### src/rtl/sacc_pkg.sv
package sacc_pkg;

  // Command applied to the running sum in a given cycle.
  typedef enum logic [1:0] {
    ACT_HOLD  = 2'd0,
    ACT_CLEAR = 2'd1,
    ACT_ADD   = 2'd2,
    ACT_SUB   = 2'd3
  } act_e;

  // Clear outranks the strobe; the strobe outranks holding.
  function automatic act_e decode_act(input logic clr, input logic vld, input logic sub);
    if (clr)      return ACT_CLEAR;
    else if (!vld) return ACT_HOLD;
    else if (sub) return ACT_SUB;
    else          return ACT_ADD;
  endfunction

endpackage

### src/rtl/sacc_mul.sv
// Signed shift-add multiplier. Rows below the top one are the sign-extended
// multiplicand shifted by the bit position; the top multiplier bit has a
// negative weight, so its row is the negated shifted multiplicand.
module sacc_mul #(
  parameter int N = 4
) (
  input  logic [N-1:0]   a,
  input  logic [N-1:0]   b,
  output logic [2*N-1:0] prod
);
  localparam int PW = 2 * N;

  logic [PW-1:0] a_ext;
  logic [PW-1:0] rows [N];

  function automatic logic [PW-1:0] neg_w(input logic [PW-1:0] v);
    return ~v + PW'(1);
  endfunction

  assign a_ext = {{N{a[N-1]}}, a};

  generate
    for (genvar i = 0; i < N; i++) begin : g_row
      if (i == N - 1) begin : g_top
        assign rows[i] = b[i] ? neg_w(a_ext << i) : '0;
      end else begin : g_low
        assign rows[i] = b[i] ? (a_ext << i) : '0;
      end
    end
  endgenerate

  always_comb begin
    prod = '0;
    for (int i = 0; i < N; i++) begin
      prod = prod + rows[i];
    end
  end
endmodule

### src/rtl/sacc_accum.sv
// Wide running sum. One extra bit above the register width exposes overflow:
// when the top two bits of the extended sum differ, it left the register range.
module sacc_accum
  import sacc_pkg::*;
#(
  parameter int N = 4,
  parameter int G = 2
) (
  input  logic                clk,
  input  logic                rst_n,
  input  act_e                act,
  input  logic [2*N-1:0]      prod,
  output logic [2*N+G-1:0]    acc_q,
  output logic                acc_clip
);
  localparam int AW = 2 * N + G;
  localparam int SW = AW + 1;
  localparam logic [AW-1:0] WIDE_MAX = {1'b0, {(AW-1){1'b1}}};
  localparam logic [AW-1:0] WIDE_MIN = {1'b1, {(AW-1){1'b0}}};

  logic [SW-1:0] acc_w, prod_w, sum_w;
  logic          ovf;
  logic [AW-1:0] acc_d;

  function automatic logic [SW-1:0] widen(input logic [2*N-1:0] p);
    return {{(SW-2*N){p[2*N-1]}}, p};
  endfunction

  assign acc_w  = {acc_q[AW-1], acc_q};
  assign prod_w = widen(prod);
  assign sum_w  = (act == ACT_SUB) ? (acc_w - prod_w) : (acc_w + prod_w);
  assign ovf    = sum_w[SW-1] ^ sum_w[SW-2];

  always_comb begin
    unique case (act)
      ACT_CLEAR:        acc_d = '0;
      ACT_ADD, ACT_SUB: acc_d = ovf ? (sum_w[SW-1] ? WIDE_MIN : WIDE_MAX) : sum_w[AW-1:0];
      default:          acc_d = acc_q;
    endcase
  end

  assign acc_clip = ((act == ACT_ADD) || (act == ACT_SUB)) && ovf;

  always_ff @(posedge clk or negedge rst_n) begin
    if (!rst_n) acc_q <= '0;
    else        acc_q <= acc_d;
  end
endmodule

### src/rtl/sacc_outsat.sv
// Narrow view of the wide sum: the value fits when every bit from the narrow
// sign bit upward agrees; otherwise the sign picks the extreme code.
module sacc_outsat #(
  parameter int N  = 4,
  parameter int AW = 10
) (
  input  logic [AW-1:0] v,
  output logic [N-1:0]  y,
  output logic          clip
);
  localparam logic [N-1:0] NAR_MAX = {1'b0, {(N-1){1'b1}}};
  localparam logic [N-1:0] NAR_MIN = {1'b1, {(N-1){1'b0}}};

  logic [AW-N:0] upper;

  assign upper = v[AW-1:N-1];
  assign clip  = !((&upper) || !(|upper));
  assign y     = clip ? (v[AW-1] ? NAR_MIN : NAR_MAX) : v[N-1:0];
endmodule

### src/rtl/sat_mac_acc.sv
module sat_mac_acc
  import sacc_pkg::*;
#(
  parameter int N = 4,
  parameter int G = 2
) (
  input  logic         clk,
  input  logic         rst_n,
  input  logic         clr,
  input  logic         vld,
  input  logic         sub,
  input  logic [N-1:0] op_a,
  input  logic [N-1:0] op_b,
  output logic [N-1:0] acc_y,
  output logic         sat_flag
);
  localparam int AW = 2 * N + G;

  act_e             act;
  logic [2*N-1:0]   prod;
  logic [AW-1:0]    acc_q;
  logic             acc_clip;
  logic             out_clip;
  logic             sat_q;

  assign act = decode_act(clr, vld, sub);

  sacc_mul #(.N(N)) i_mul (
    .a    (op_a),
    .b    (op_b),
    .prod (prod)
  );

  sacc_accum #(.N(N), .G(G)) i_accum (
    .clk      (clk),
    .rst_n    (rst_n),
    .act      (act),
    .prod     (prod),
    .acc_q    (acc_q),
    .acc_clip (acc_clip)
  );

  sacc_outsat #(.N(N), .AW(AW)) i_outsat (
    .v    (acc_q),
    .y    (acc_y),
    .clip (out_clip)
  );

  // Memory of clamps already shown; the live clamp is merged in so the flag
  // rises in the same cycle as the clamped value.
  always_ff @(posedge clk or negedge rst_n) begin
    if (!rst_n)              sat_q <= 1'b0;
    else if (act == ACT_CLEAR) sat_q <= 1'b0;
    else if (out_clip)       sat_q <= 1'b1;
  end

  assign sat_flag = sat_q | out_clip;
endmodule

### config.mk
export PLATFORM = sky130hd
export DESIGN_NAME = sat_mac_acc
export DESIGN_NICKNAME = d
export VERILOG_FILES = /design/src/rtl/sacc_pkg.sv /design/src/rtl/sacc_mul.sv /design/src/rtl/sacc_accum.sv /design/src/rtl/sacc_outsat.sv /design/src/rtl/sat_mac_acc.sv
export SDC_FILE = /design/constraint.sdc
export NUM_CORES = 1
export LEC_CHECK = 0
export BUFFER_PORTS_ARGS = -buffer_cell sky130_fd_sc_hd__clkbuf_2
export CORE_MARGIN = 2
export CORE_UTILIZATION = 58
export CTS_CLUSTER_SIZE = 20
export DETAILED_ROUTE_END_ITERATION = 10
export PLACE_DENSITY = 0.89
export RECOVER_POWER = 100
export SLEW_MARGIN = 30
export SYNTH_ARGS = -nofsm -noshare
export SYNTH_HDL_FRONTEND = slang
export SYNTH_SLANG_ARGS = --single-unit
### constraint.sdc
create_clock -name clk -period 2.7 [get_ports clk]
set_input_delay 0.135 -clock clk [delete_from_list [all_inputs] [get_ports clk]]
set_output_delay 0.135 -clock clk [all_outputs]
set_load 0.005 [all_outputs]
==> results.md <==
- Remaining DRCs: 3
- Worst skew pair latency: around 300 ps
- Total CTS buffers: 3
- Required time of the critical path: around 2900 ps
- Seq/Total Area, Yosys: ~13%
- TritonCTS clock tree: built
- Chip height: 63.5 µm
- Post-synth top area share: between 10% and 20%
- Vias per cell: just over 7
- Worst min path class: in2reg
- DR iter-0 viols: ~430
- Crit path arrival time: between 4000 and 5000 ps
- Cell Pwr Density: about 1400 nW/µm²
- Placed Area: roughly 2700 µm²
- Fillers: slightly below 100
- GRT Residual Overflow: 0
- YS warnings: 0
- Reg clk slew, reported paths: roughly 70 ps
- Vias in the first global route: between 2k and 3k
- NetSw: around 2300 µW
- CTS root buffer: clkbuf_4
- Final Hold Vio Count: 0
- Max-slew violation count: 0
- Slew headroom: between 40% and 50%
- Reg2reg end: i_accum.acc_q[4]$_DFFE_PN0P_
- Async S/R FF share, synth: 100%
- Ranking of synthesized cells by area: dfrtp_1, ha_1, fa_1
- Number of diodes: 0
- Cell leakage power: between 0.0015 and 0.002 µW
- Element type at the critical path start: primary input
- Clock share of power: 3.0%
- Critical Path Sink Type: register
- Simple-Gate Fraction of Synth Area: between 20% and 30%
- Syn_nets: 293
- Most common cell in the netlist: inv_1
- Clock sinks: 11
- Pint: 2160 µW
- Max-Cap Viols: 0
- Number of synthesized flops with an enable pin: 0
- Cell Chain, Critical Path: clkbuf_16 > and2_1 > fa_1 > fa_1 > ha_2 > inv_1 > fa_2 > xor2_1 > ha_1 > a21o_1 > a31oi_1 > nor2b_1 > or4b_4 > o2111ai_4 > nand3_1 > mux2_4 > nand3_2
- XOR/XNOR Fraction of Synth Area: around a tenth
- Layout Nets: between 300 and 400
- Row count: 21
- Adder-Cell Fraction of Synth Area: a little over a fifth
- FF-to-FF Start: i_accum.acc_q[0]$_DFFE_PN0P_
- Final min period: 4730 ps
- Synthesized flop and latch total: 11
- CP max stage delay: about 640 ps
- Port buffer count: 17
- Worst path slowest cell: fa_2
- WL/cell: around 25 µm
- Multiplexer share of the synthesized area: 7.80%
- Hold WS: 134 ps
- Fin crit share: 175%
- Antenna violations before repair: 1
- Die Area: roughly 4000 µm²
- Vias: 2714
- Pin count of the biggest net entering global routing: 27
- Setup slack after layout: -2030 ps
- Library cells used by synthesis: 43
- H-tree levels: 1
- Setup TNS: -19740 ps
- Synth area leader: dfrtp_1
- Main synth FF type: dfrtp_1
- Total I/O pin count: 18
- Cells on worst reg2reg path: 12
- Min-Delay Endpoint: i_accum.acc_q[9]$_DFFE_PN0P_
- First-pass GRT wire length: between 10000 and 15000 µm
- Comb power frac: between 80% and 90%
- Synthesized area: just over 2000 µm²
- Routed wire length: around 9700 µm
- Post-route ant nets: 0
- Gpl congestion: ~0.90
- Router iterations before antenna repair: 11
- Worst Skew: 21.1 ps
- Die X-Extent: approximately 64 µm
- Synthesized instance count: about 250
- Largest family of logic cells by synthesized area: simple AND/OR/NAND/NOR gates
- CP Max Fanout: 7
- Synth Area per Inst: slightly above 8 µm²
- CORE AREA: 3360 µm²
- Layout cell share with drive strength beyond 1: 46.3%
- VDD IR-drop max: slightly above 0.0009 V
- Sw Share: 51.5%
- Worst Tran Pin Value: 808 ps
- Status: complete, but fails checks
- Hold depth: 3
- Sequential Power Share: between 7 and 8%
- Utilization after layout: around 93%
- Starting Density: roughly three fifths
- Tot GR Track Use: between 40% and 50%
- Compound-gate portion of the synthesized area: approximately 14%
- Reg2reg setup slack: -250 ps
- Area Growth Syn to Fin: 53.0%
- Failing checks: design-rule violations, negative setup slack
- Max clock buf depth: 2
- Synth cell count leaders: inv_1, nand3_1, nor2_1, ha_1, nand2_1
- FMAX: ~210 MHz
- Min-delay src: clr
- Post-detail-place hpwl: 4710 µm
- Setup CP Type: in2reg
- Most frequent CP cell: fa_1
- Final Cell Area: ~3100 µm²
- # setup viols final: 10
- Unrepaired setup endpoints after global routing: yes
==> per-layer routing <==
metal	vias up	GRT usage (%)	part of all wire, %
met4	2	32.1	12
li1	1045	-	-
met1	1216	52.4	34
met3	133	11.6	13
met2	318	72.0	42
met5	-	0	0.13
==> registers in the layout (all words and copies together) (netlist names) <==
| register | flops |
|---|---|
| sat_q | 1 |
| i_accum.acc_q | 10 |
==> kinds of logic after synthesis <==
group                    count (synthesis)
AND/OR/NAND/NOR                        100
AO/OA/AOI/OAI                           39
buffers and inverters                   38
adder cells (fa/ha/maj)                 29
XOR/XNOR                                21
multiplexers                            13
flip-flops                              11
==> metrics by stage <==
step           total power [µW]  cells  setup WS (ps)
6_report                   4450    383          -2030
5_1_grt                    4560    383          -2270
4_1_cts                    3700    378          -1860
3_5_place_dp               3110    367          -2220
3_3_place_gp               2950    367          -2030
2_1_floorplan              2110    251          -1730
==> worst max-delay path by stage <==
stage,slack (ps),startpoint,endpoint,cells after the start
after floorplan,-1730,op_a[1],i_accum.acc_q[4]$_DFFE_PN0P_,21
after global placement,-2030,op_a[1],i_accum.acc_q[2]$_DFFE_PN0P_,21
after detailed placement,-2220,op_a[1],i_accum.acc_q[2]$_DFFE_PN0P_,20
after CTS,-1860,op_a[0],i_accum.acc_q[6]$_DFFE_PN0P_,20
after global routing,-2270,op_a[1],i_accum.acc_q[6]$_DFFE_PN0P_,17
final,-2030,op_a[1],i_accum.acc_q[5]$_DFFE_PN0P_,17
==> cell type report <==
cell class | instances | area [µm²] | area share, %
Clock buffer | 4 | 26.3 | 0.836
Multi-Input combinational cell | 203 | 1960 | 62.3
Sequential cell | 11 | 275 | 8.76
Tap cell | 46 | 57.6 | 1.83
Timing Repair Buffer | 90 | 698 | 22.2
Inverter | 29 | 126 | 4.02
==> power groups by stage <==
| stage | Sequential (µW) | Clock [µW] | Combinational [µW] |
|---|---|---|---|
| 2_1_floorplan | 283 | 0 | 1830 |
| 3_3_place_gp | 307 | 0 | 2640 |
| 3_5_place_dp | 307 | 0 | 2800 |
| 4_1_cts | 310 | 117 | 3270 |
| 5_1_grt | 328 | 141 | 4090 |
| 6_report | 330 | 131 | 3980 |
==> worst max-delay path, delay by kind of cell <==
family                     cells  cell delay, ps
AOI/OAI and AO/OA              3             560
buffers and inverters          2             200
xor gates and xnor gates       1             320
muxes                          1             370
adders and majority gates      5            2180
and+or+nand+nor                5            1170
==> cells in the final DEF (no fill, tap or decap), types with 3 or more instances in the layout <==
master / count
and2_1: 9
mux2_4: 7
a32oi_1: 7
o2111ai_1: 3
xor2_4: 3
mux2i_1: 4
nor2b_1: 7
nor2_1: 18
ha_1: 10
nor2_2: 3
ha_4: 6
clkbuf_4: 3
xor2_1: 4
buf_4: 66
a21o_1: 4
clkbuf_1: 3
nand2_2: 3
nand3_2: 7
nand3_1: 17
o21ai_2: 4
clkbuf_2: 14
a31oi_1: 3
and2_4: 3
nand2_1: 15
dfrtp_1: 11
xnor2_2: 3
fa_1: 9
xnor2_1: 11
nand4_1: 4
buf_6: 4
inv_1: 26
==> timing repair <==
item,4_1_cts,5_1_grt
setup endpoints to repair,10,10
hold endpoints to repair,11,0
buffers inserted,5,5
pin swaps,22,15
gates resized for setup,32,22
hold buffers,1,0
gates cloned,1,0
(Power assumes the default switching activity.)
